**config.mk**
```make
export PLATFORM = sky130hd
export DESIGN_NAME = hostport_regif
export DESIGN_NICKNAME = d
export VERILOG_FILES = /design/src/rtl/hostport_pkg.sv /design/src/rtl/hp_sync.sv /design/src/rtl/hp_decode.sv /design/src/rtl/hp_access_fsm.sv /design/src/rtl/hostport_regif.sv
export SDC_FILE = /design/constraint.sdc
export NUM_CORES = 1
export LEC_CHECK = 0
export BUFFER_PORTS_ARGS = -buffer_cell sky130_fd_sc_hd__buf_2
export CAP_MARGIN = 20
export CORE_MARGIN = 8
export CORE_UTILIZATION = 25
export CTS_BUF_LIST = sky130_fd_sc_hd__clkbuf_8 sky130_fd_sc_hd__clkbuf_16
export CTS_CLUSTER_DIAMETER = 50
export DETAILED_ROUTE_END_ITERATION = 6
export PLACE_DENSITY = 0.55
export SYNTH_ARGS = -nofsm -noshare
export SYNTH_HDL_FRONTEND = slang
export SYNTH_SLANG_ARGS = --single-unit
```
**constraint.sdc**
```tcl
create_clock -name clk_i -period 1.38 [get_ports clk_i]
set_input_delay 0.138 -clock clk_i [delete_from_list [all_inputs] [get_ports clk_i]]
set_output_delay 0.138 -clock clk_i [all_outputs]
set_load 0.1 [all_outputs]
```
**src/rtl/hostport_pkg.sv**
```systemverilog
package hostport_pkg;
  typedef enum logic {
    HP_IDLE = 1'b0,
    HP_HOLD = 1'b1
  } hp_state_e;
endpackage

```
**src/rtl/hp_sync.sv**
```systemverilog
module hp_sync #(
  parameter int unsigned        W       = 4,
  parameter int unsigned        STAGES  = 2,
  parameter logic [W-1:0]       RST_VAL = '1
) (
  input  logic         clk_i,
  input  logic         rst_ni,
  input  logic [W-1:0] d_i,
  output logic [W-1:0] q_o
);
  logic [W-1:0] stg_q [STAGES];

  always_ff @(posedge clk_i or negedge rst_ni) begin
    if (!rst_ni) begin
      for (int s = 0; s < STAGES; s++) stg_q[s] <= RST_VAL;
    end else begin
      stg_q[0] <= d_i;
      for (int s = 1; s < STAGES; s++) stg_q[s] <= stg_q[s-1];
    end
  end

  assign q_o = stg_q[STAGES-1];
endmodule

```
**src/rtl/hp_decode.sv**
```systemverilog
module hp_decode #(
  parameter int unsigned          IDX_W     = 4,
  parameter int unsigned          NUM_REGS  = 16,
  parameter logic [NUM_REGS-1:0]  IMPL_MASK = '1,
  parameter int unsigned          REV_IDX   = 15
) (
  input  logic [IDX_W-1:0] idx_i,
  output logic             hit_o,
  output logic             rev_o
);
  logic [NUM_REGS-1:0] hit_vec;

  // entries that reach the bank: implemented and not the revision slot
  for (genvar g = 0; g < NUM_REGS; g++) begin : g_ent
    if (IMPL_MASK[g] && (g != REV_IDX)) begin : g_on
      assign hit_vec[g] = 1'b1;
    end else begin : g_off
      assign hit_vec[g] = 1'b0;
    end
  end

  assign hit_o = hit_vec[idx_i];
  assign rev_o = (idx_i == IDX_W'(REV_IDX));
endmodule

```
**src/rtl/hp_access_fsm.sv**
```systemverilog
module hp_access_fsm
  import hostport_pkg::*;
#(
  parameter int unsigned       DATA_W   = 8,
  parameter int unsigned       IDX_W    = 4,
  parameter logic [DATA_W-1:0] REVISION = 8'h5C
) (
  input  logic              clk_i,
  input  logic              rst_ni,
  input  logic              cs_n_s_i,
  input  logic              wr_n_s_i,
  input  logic              rd_n_s_i,
  input  logic              ad_s_i,
  input  logic [DATA_W-1:0] data_i,
  input  logic              hit_i,
  input  logic              rev_i,
  input  logic [DATA_W-1:0] reg_rdata_i,
  output logic [IDX_W-1:0]  idx_o,
  output logic              reg_wr_o,
  output logic              reg_rd_o,
  output logic [DATA_W-1:0] rdata_o,
  output logic              rdy_no
);
  hp_state_e         st_q;
  logic [IDX_W-1:0]  idx_q;
  logic [DATA_W-1:0] rdata_q;
  logic              rdy_n_q;
  logic              wr_go, rd_go, strobe_off;

  // write wins when both strobes are low
  assign wr_go      = (st_q == HP_IDLE) && !cs_n_s_i && !wr_n_s_i;
  assign rd_go      = (st_q == HP_IDLE) && !cs_n_s_i && !rd_n_s_i && wr_n_s_i;
  assign strobe_off = cs_n_s_i || (wr_n_s_i && rd_n_s_i);

  assign reg_wr_o = wr_go && !ad_s_i && hit_i;
  assign reg_rd_o = rd_go && !ad_s_i && hit_i;

  always_ff @(posedge clk_i or negedge rst_ni) begin
    if (!rst_ni) begin
      st_q    <= HP_IDLE;
      idx_q   <= '0;
      rdata_q <= '0;
      rdy_n_q <= 1'b1;
    end else begin
      unique case (st_q)
        HP_IDLE: begin
          if (wr_go || rd_go) begin
            st_q    <= HP_HOLD;
            rdy_n_q <= 1'b0;
          end
          if (wr_go && ad_s_i) idx_q <= data_i[IDX_W-1:0];
          if (rd_go) begin
            if (ad_s_i)     rdata_q <= DATA_W'(idx_q);
            else if (rev_i) rdata_q <= REVISION;
            else if (hit_i) rdata_q <= reg_rdata_i;
            else            rdata_q <= '0;
          end
        end
        HP_HOLD: begin
          if (strobe_off) begin
            st_q    <= HP_IDLE;
            rdy_n_q <= 1'b1;
          end
        end
        default: st_q <= HP_IDLE;
      endcase
    end
  end

  assign idx_o   = idx_q;
  assign rdata_o = rdata_q;
  assign rdy_no  = rdy_n_q;
endmodule

```
**src/rtl/hostport_regif.sv**
```systemverilog
module hostport_regif #(
  parameter int unsigned                 DATA_W      = 8,
  parameter int unsigned                 IDX_W       = 4,
  parameter int unsigned                 SYNC_STAGES = 2,
  parameter logic [(1<<IDX_W)-1:0]       IMPL_MASK   = 16'hB7F3,
  parameter int unsigned                 REV_IDX     = 15,
  parameter logic [DATA_W-1:0]           REVISION    = 8'h5C
) (
  input  logic              clk_i,
  input  logic              rst_ni,
  input  logic [DATA_W-1:0] host_data_i,
  output logic [DATA_W-1:0] host_data_o,
  output logic              host_data_oe_o,
  input  logic              host_ad_i,
  input  logic              host_cs_n_i,
  input  logic              host_wr_n_i,
  input  logic              host_rd_n_i,
  output logic              host_rdy_no,
  output logic              host_int_no,
  output logic [IDX_W-1:0]  reg_idx_o,
  output logic [DATA_W-1:0] reg_wdata_o,
  output logic              reg_wr_o,
  output logic              reg_rd_o,
  input  logic [DATA_W-1:0] reg_rdata_i,
  input  logic              irq_req_i
);
  localparam int unsigned NUM_REGS = 1 << IDX_W;
  localparam int unsigned CTRL_W   = 4;

  logic [CTRL_W-1:0] ctrl_raw, ctrl_s;
  logic              cs_n_s, wr_n_s, rd_n_s, ad_s;
  logic [IDX_W-1:0]  idx;
  logic              hit, rev;
  logic              int_n_q;

  assign ctrl_raw = {host_ad_i, host_rd_n_i, host_wr_n_i, host_cs_n_i};

  hp_sync #(
    .W       (CTRL_W),
    .STAGES  (SYNC_STAGES),
    .RST_VAL (4'b0111)
  ) i_sync (
    .clk_i  (clk_i),
    .rst_ni (rst_ni),
    .d_i    (ctrl_raw),
    .q_o    (ctrl_s)
  );

  assign {ad_s, rd_n_s, wr_n_s, cs_n_s} = ctrl_s;

  hp_decode #(
    .IDX_W     (IDX_W),
    .NUM_REGS  (NUM_REGS),
    .IMPL_MASK (IMPL_MASK),
    .REV_IDX   (REV_IDX)
  ) i_decode (
    .idx_i (idx),
    .hit_o (hit),
    .rev_o (rev)
  );

  hp_access_fsm #(
    .DATA_W   (DATA_W),
    .IDX_W    (IDX_W),
    .REVISION (REVISION)
  ) i_fsm (
    .clk_i       (clk_i),
    .rst_ni      (rst_ni),
    .cs_n_s_i    (cs_n_s),
    .wr_n_s_i    (wr_n_s),
    .rd_n_s_i    (rd_n_s),
    .ad_s_i      (ad_s),
    .data_i      (host_data_i),
    .hit_i       (hit),
    .rev_i       (rev),
    .reg_rdata_i (reg_rdata_i),
    .idx_o       (idx),
    .reg_wr_o    (reg_wr_o),
    .reg_rd_o    (reg_rd_o),
    .rdata_o     (host_data_o),
    .rdy_no      (host_rdy_no)
  );

  always_ff @(posedge clk_i or negedge rst_ni) begin
    if (!rst_ni) int_n_q <= 1'b1;
    else         int_n_q <= ~irq_req_i;
  end

  // pad enable follows raw pins so the bus is released at once
  assign host_data_oe_o = !host_cs_n_i && !host_rd_n_i;
  assign host_int_no    = int_n_q;
  assign reg_idx_o      = idx;
  assign reg_wdata_o    = host_data_i;
endmodule

```
======== After elaboration in Yosys (flattened, before gate mapping) ========
Memory sizes are Yosys's and may differ from the RTL's.
Cells that the tools add are included.
word-level totals
  logic and storage cells ................. 46
  input bits .............................. 23
  flip-flop bits (word level) ............. 23
  output and inout bits ................... 25
  memory bits (read-only) ................. 16
  memories ................................ 1
cells by class
  bitwise logic cells ..................... 2
  muxes and demuxes ....................... 10
  reductions and logical operators ........ 22
  magnitude comparators ................... 1
  equality and inequality tests ........... 3
memories
  memory           words  bits a word  read ports  clocked after Yosys merged registers in  write ports  RTL line         text
  (no name shown)  16     1            1           0                                        0            hp_decode.sv:22  assign hit_o = hit_vec[idx_i];
operators with widths
  kind                                                        number
  two-way mux 8 bit                                           3
  logical AND 1 bit                                           11
  logical NOT 1 bit                                           6
  AND reduction 2 bit                                         3
  less-than comparator 4 x 5 -> 1 bit, second input constant  1
  two-way mux 1 bit                                           5
  equality test 4 bit, second input constant                  1
  inequality test 2 bit, second input constant                2
  case mux 1 bit (2 select lines)                             2
  logical OR 1 bit                                            2
  inverter 1 bit                                              2

======== Logic depth before layout (Yosys ltp) ========
  word-level depth ........................ 7
  mapped depth ............................ 4
  mapped depth without buffers ............ 4

======== By module ========
A second synthesis with hierarchy kept.
unflattened totals
  cell total of the unflattened synthesis .. 80
  area, all modules ....................... 1,002.2 sq um
modules (own cells, without submodules)
  module          cells an instance  area an instance (sq um)  instances
  hp_access_fsm   53                 639.4                     1
  hp_sync         12                 237.7                     1
  hostport_regif  11                 93.8                      1
  hp_decode       4                  31.3                      1

======== Least setup slack after synthesis ========
OpenSTA, ideal clock, no wires.
  kind .................................... reg2out
  start ................................... register i_fsm.idx_q[3] (netlist: i_fsm.idx_o[3])
  end ..................................... output reg_wr_o
  data arrival time ....................... 4,348 ps
  required time ........................... 1,242 ps
  path slack .............................. -3,106 ps
  path buffers ............................ 0
  stages on the path, launching flop included .. 5
  cells stage by stage .................... dfrtp_1 > nand2b_1 > o211ai_1 > nand2_1 > nor4_1
between the ends
  cells in the longest elaborated chain, start to end .. 3
RTL lines
  element                                  RTL line              text
  start: declaration                       hp_access_fsm.sv:25   logic [IDX_W-1:0] idx_q;
  start signal: assignment                 hp_access_fsm.sv:51   if (wr_go && ad_s_i) idx_q <= data_i[IDX_W-1:0];
  memory (16 x 1 bit)                      -
  two-way mux 1 bit (not written as such)  hp_decode.sv:22
  logical AND 1 bit                        hp_access_fsm.sv:35   assign reg_wr_o = wr_go && !ad_s_i && hit_i;
  end: declaration                         hostport_regif.sv:22  output logic reg_wr_o,
No other way between the ends. The select of a mux whose other input is x is not followed.

======== Final worst setup path ========
  start ................................... register i_fsm.idx_q[2] (netlist: i_fsm.idx_o[2])
  end ..................................... output reg_wr_o
The elaborated chain is that of the path after synthesis.

==> reports/results.tsv <==
stage	metric	value	unit
outcome	result_of_the_run	complete, but fails checks	
outcome	failed_checks	setup timing	
routing	drt_first_iter_violations	24	
clock_network	clock_insertion_delay_worst_skew	260	ps
clock_network	cts.htree.levels	1	
floorplan	fp.dieArea	0.00643	mm2
clock_network	cts_num_sinks	23	
yosys	ys_async_sr_fraction	1.00	
timing	worst-slew-pin-transition	507	ps
floorplan	floorplan.core_area	0.00397	mm2
routing	drc_errors	0	
setup_path	worst-path-max-fanout	2	
timing	timing.slew.headroom	0.662	
layout	final_layout_fill_cell_count	378	
layout	drive_gt1_frac	0.646	
routing	first_pass_iters	4	
timing	max_freq	547	MHz
timing	clock-skew-final	1.59	ps
yosys	synth.mux.area_fraction	0.0437	
yosys	synth.cells.most_frequent	sky130_fd_sc_hd__dfrtp_1 (15), sky130_fd_sc_hd__o21ai_0 (11), sky130_fd_sc_hd__nand2_1 (9), sky130_fd_sc_hd__buf_4 (8), sky130_fd_sc_hd__dfstp_2 (8)	
grt	grt-ovfl-total	0	
yosys	synth_simple_gate_area_share	0.134	
floorplan	start_util	0.259	
clock_network	clkSlewWorstSetupHoldPaths	80	ps
timing	fin_crit	1830	ps
yosys	synth.net_count	113	
clock_network	cts_root_buf	sky130_fd_sc_hd__clkbuf_8	
clock_network	cts-buffers-inserted	3	
power	power.ir.vdd_worst	0.724	mV
timing	layout_worst_path_cycle_share	1.32	
setup_path	endpoint_kind	primary output	
yosys	synth_ff_type	sky130_fd_sc_hd__dfrtp_1	
routing	post_drt_wl_per_cell	13.6	um
placement	port_buffers	39	
placement	place_congestion	0.774	
power	cellLeakagePower	0.762	nW
yosys	number_of_enable_type_register_cells_in_the_synthesized_netlist	0	
setup_path	timing.critical_path.cells	nand2b_4, o211ai_1, nand2_2, nor4_4, buf_12	
layout	nets	171	
clock_network	cts_tree	built	
yosys	synth_adder_area_share	0.00972	
floorplan	fp.dieH	80.2	um
timing	rsz_0062_raised_after_global_routing	true	
yosys	synth_top_cells_by_area	sky130_fd_sc_hd__dfrtp_1 (36%), sky130_fd_sc_hd__dfstp_2 (20%), sky130_fd_sc_hd__buf_4 (5.8%)	
layout	insertedDiodeCount	0	
clock_network	maximum_clock_insertion_buffer_count	2	
grt	global_route_wire_length_before_repair	4370	um
hold_path	worstHoldPathType	input port to register	
placement	dpl.hpwl	2110	um
floorplan	width_of_the_die	80.2	um
power	design_power_total	2.70	mW
setup_path	critical_path.top_delay_family	flip-flops	
floorplan	placement_rows	23	
layout	relative_area_change_from_synthesis_to_final_layout	60.9	%
setup_path	path_class	register to primary output	
setup_path	worst_path_buf_inv	1	
placement	numPlacedInstances	184	
yosys	mappedNetlistArea	0.00103	mm2
yosys	yosysMostFrequentCell	sky130_fd_sc_hd__dfrtp_1	
setup_path	worst_path_largest_cell_delay	480	ps
layout	stdcell_count	197	
yosys	yosys_warnings	0	
setup_path	slowest_stage	sky130_fd_sc_hd__dfrtp_4	
placement	place_ws	-297	ps
grt	number_of_antenna_violations_at_the_first_check_in_global_routing	0	
setup_path	startpoint_kind_of_the_worst_setup_timing_path	register	
setup_path	worst-endpoint-required	1240	ps
layout	finalCoreUtilization	0.417	
power	cellPowerDensity	1630	mW/mm2
layout	finalInstanceArea	0.00166	mm2
grt	grt_max_degree	24	
yosys	synthDistinctLibCells	25	
routing	detail_route.vias_per_cell	4.36	
routing	routed_wirelength	2680	um
yosys	yosys.area_share.xor_xnor	0	
yosys	syn-mean-instance-area	11.4	um2
yosys	synthDominantCellAreaShare	0.365	
routing	num_vias	858	
yosys	compound_gate_fraction_of_synth_area	0.145	
timing	setup-tns-final	-1620	ps
timing	final-setup-viol-count	10	
yosys	synth_sequential_area_ratio	0.569	
grt	first_global_vias	946	
timing	maxSlewViolCount	0	
setup_path	timing.critical_path.arrival	1690	ps
yosys	synth_seq_cells	23	
job	drv_cap	0	
yosys	synth_top_family_by_area	compound AO/OA/AOI/OAI gates	
floorplan	num_io_pins	48	
yosys	synthCells	90	
timing	finalHoldViolCount	0	
grt	global_route.usage.total	0.0852	
yosys	synth_top_area_cell	sky130_fd_sc_hd__dfrtp_1	
timing	hold_slack	104	ps
timing	final_critical_path_setup_slack	-448	ps
routing	number_of_nets_with_antenna_violations_after_routing	0	
placement	place_area	0.00147	mm2
==> placed cells by master, fill, tap and decap left out, types with 3 or more instances in the layout <==
cell and instances:
sky130_fd_sc_hd__buf_12 7, sky130_fd_sc_hd__buf_2 32, sky130_fd_sc_hd__buf_4 14, sky130_fd_sc_hd__buf_6 4
sky130_fd_sc_hd__clkbuf_8 3, sky130_fd_sc_hd__dfrtp_1 11, sky130_fd_sc_hd__dfrtp_4 3, sky130_fd_sc_hd__dfstp_2 8
sky130_fd_sc_hd__dlygate4sd3_1 6, sky130_fd_sc_hd__inv_1 6, sky130_fd_sc_hd__mux2_4 4, sky130_fd_sc_hd__nand2_1 7
sky130_fd_sc_hd__o21ai_0 7, sky130_fd_sc_hd__o21ai_2 3
==> state kept, by name (all words and copies together) (netlist names) <==
name and cells:
i_fsm.rdata_o 8, i_fsm.idx_o 4, i_sync.q_o 4, i_sync.stg_q 4, host_int_no 1, i_fsm.rdy_no 1, i_fsm.st_q 1
==> final timing paths <==
check / start / end / slack [ps] / cells past startpoint
setup / recovery: i_fsm.idx_o[2] / reg_wr_o / -450 / 5
hold / removal: reg_rdata_i[5] / i_fsm.rdata_o[5] / 100 / 3
setup reg to reg: i_sync.q_o[1] / i_fsm.rdata_o[6] / -130 / 3
hold reg to reg: i_sync.stg_q[6] / i_sync.q_o[2] / 360 / 0
max in group asynchronous: rst_ni / i_fsm.idx_o[3] / 620 / 2
min in group asynchronous: rst_ni / i_sync.stg_q[7] / 370 / 2
==> cells by family after synthesis <==
kind of cell,after synthesis
adders and majority gates,1
muxes,4
and+or+nand+nor,22
DFF,23
AOI/OAI and AO/OA,23
buffers and inverters,17
==> metal layers <==
layer  GRT usage  wire length, um
met1      0.0909             1040
met2       0.149             1410
met3      0.0313              195
met4      0.0327               42
met5           0                0
==> worst min-delay path, cell delays in order <==
cell                      delay [ps]
sky130_fd_sc_hd__buf_2            90
sky130_fd_sc_hd__nand2_1          60
sky130_fd_sc_hd__o21ai_2          50
==> power breakdown <==
part | switching (mW) | internal [mW] | leakage [nW] | total [mW]
registers | 0.0666 | 0.800 | 0.262 | 0.867
logic | 0.998 | 0.415 | 0.475 | 1.41
clock network | 0.215 | 0.202 | 0.0255 | 0.417
==> layout make-up <==
| cell class | instances | area [um2] | area share |
|---|---|---|---|
| tap | 50 | 62.6 | 0.0378 |
| sequential | 23 | 598 | 0.361 |
| inverter | 7 | 26.3 | 0.0159 |
| clock buffer | 3 | 41.3 | 0.0249 |
| multi-input combinational | 50 | 413 | 0.249 |
| clock inverter | 1 | 5.00 | 0.00302 |
| timing repair buffer | 63 | 510 | 0.308 |
==> what timing repair did <==
item,in CTS,in global routing
hold buffers,6,0
setup endpoints to repair,13,14
gates resized for setup,11,8
pin swaps,6,3
hold endpoints to repair,20,0
buffers inserted,2,1
Note: power is estimated with default switching activity, not from simulation.
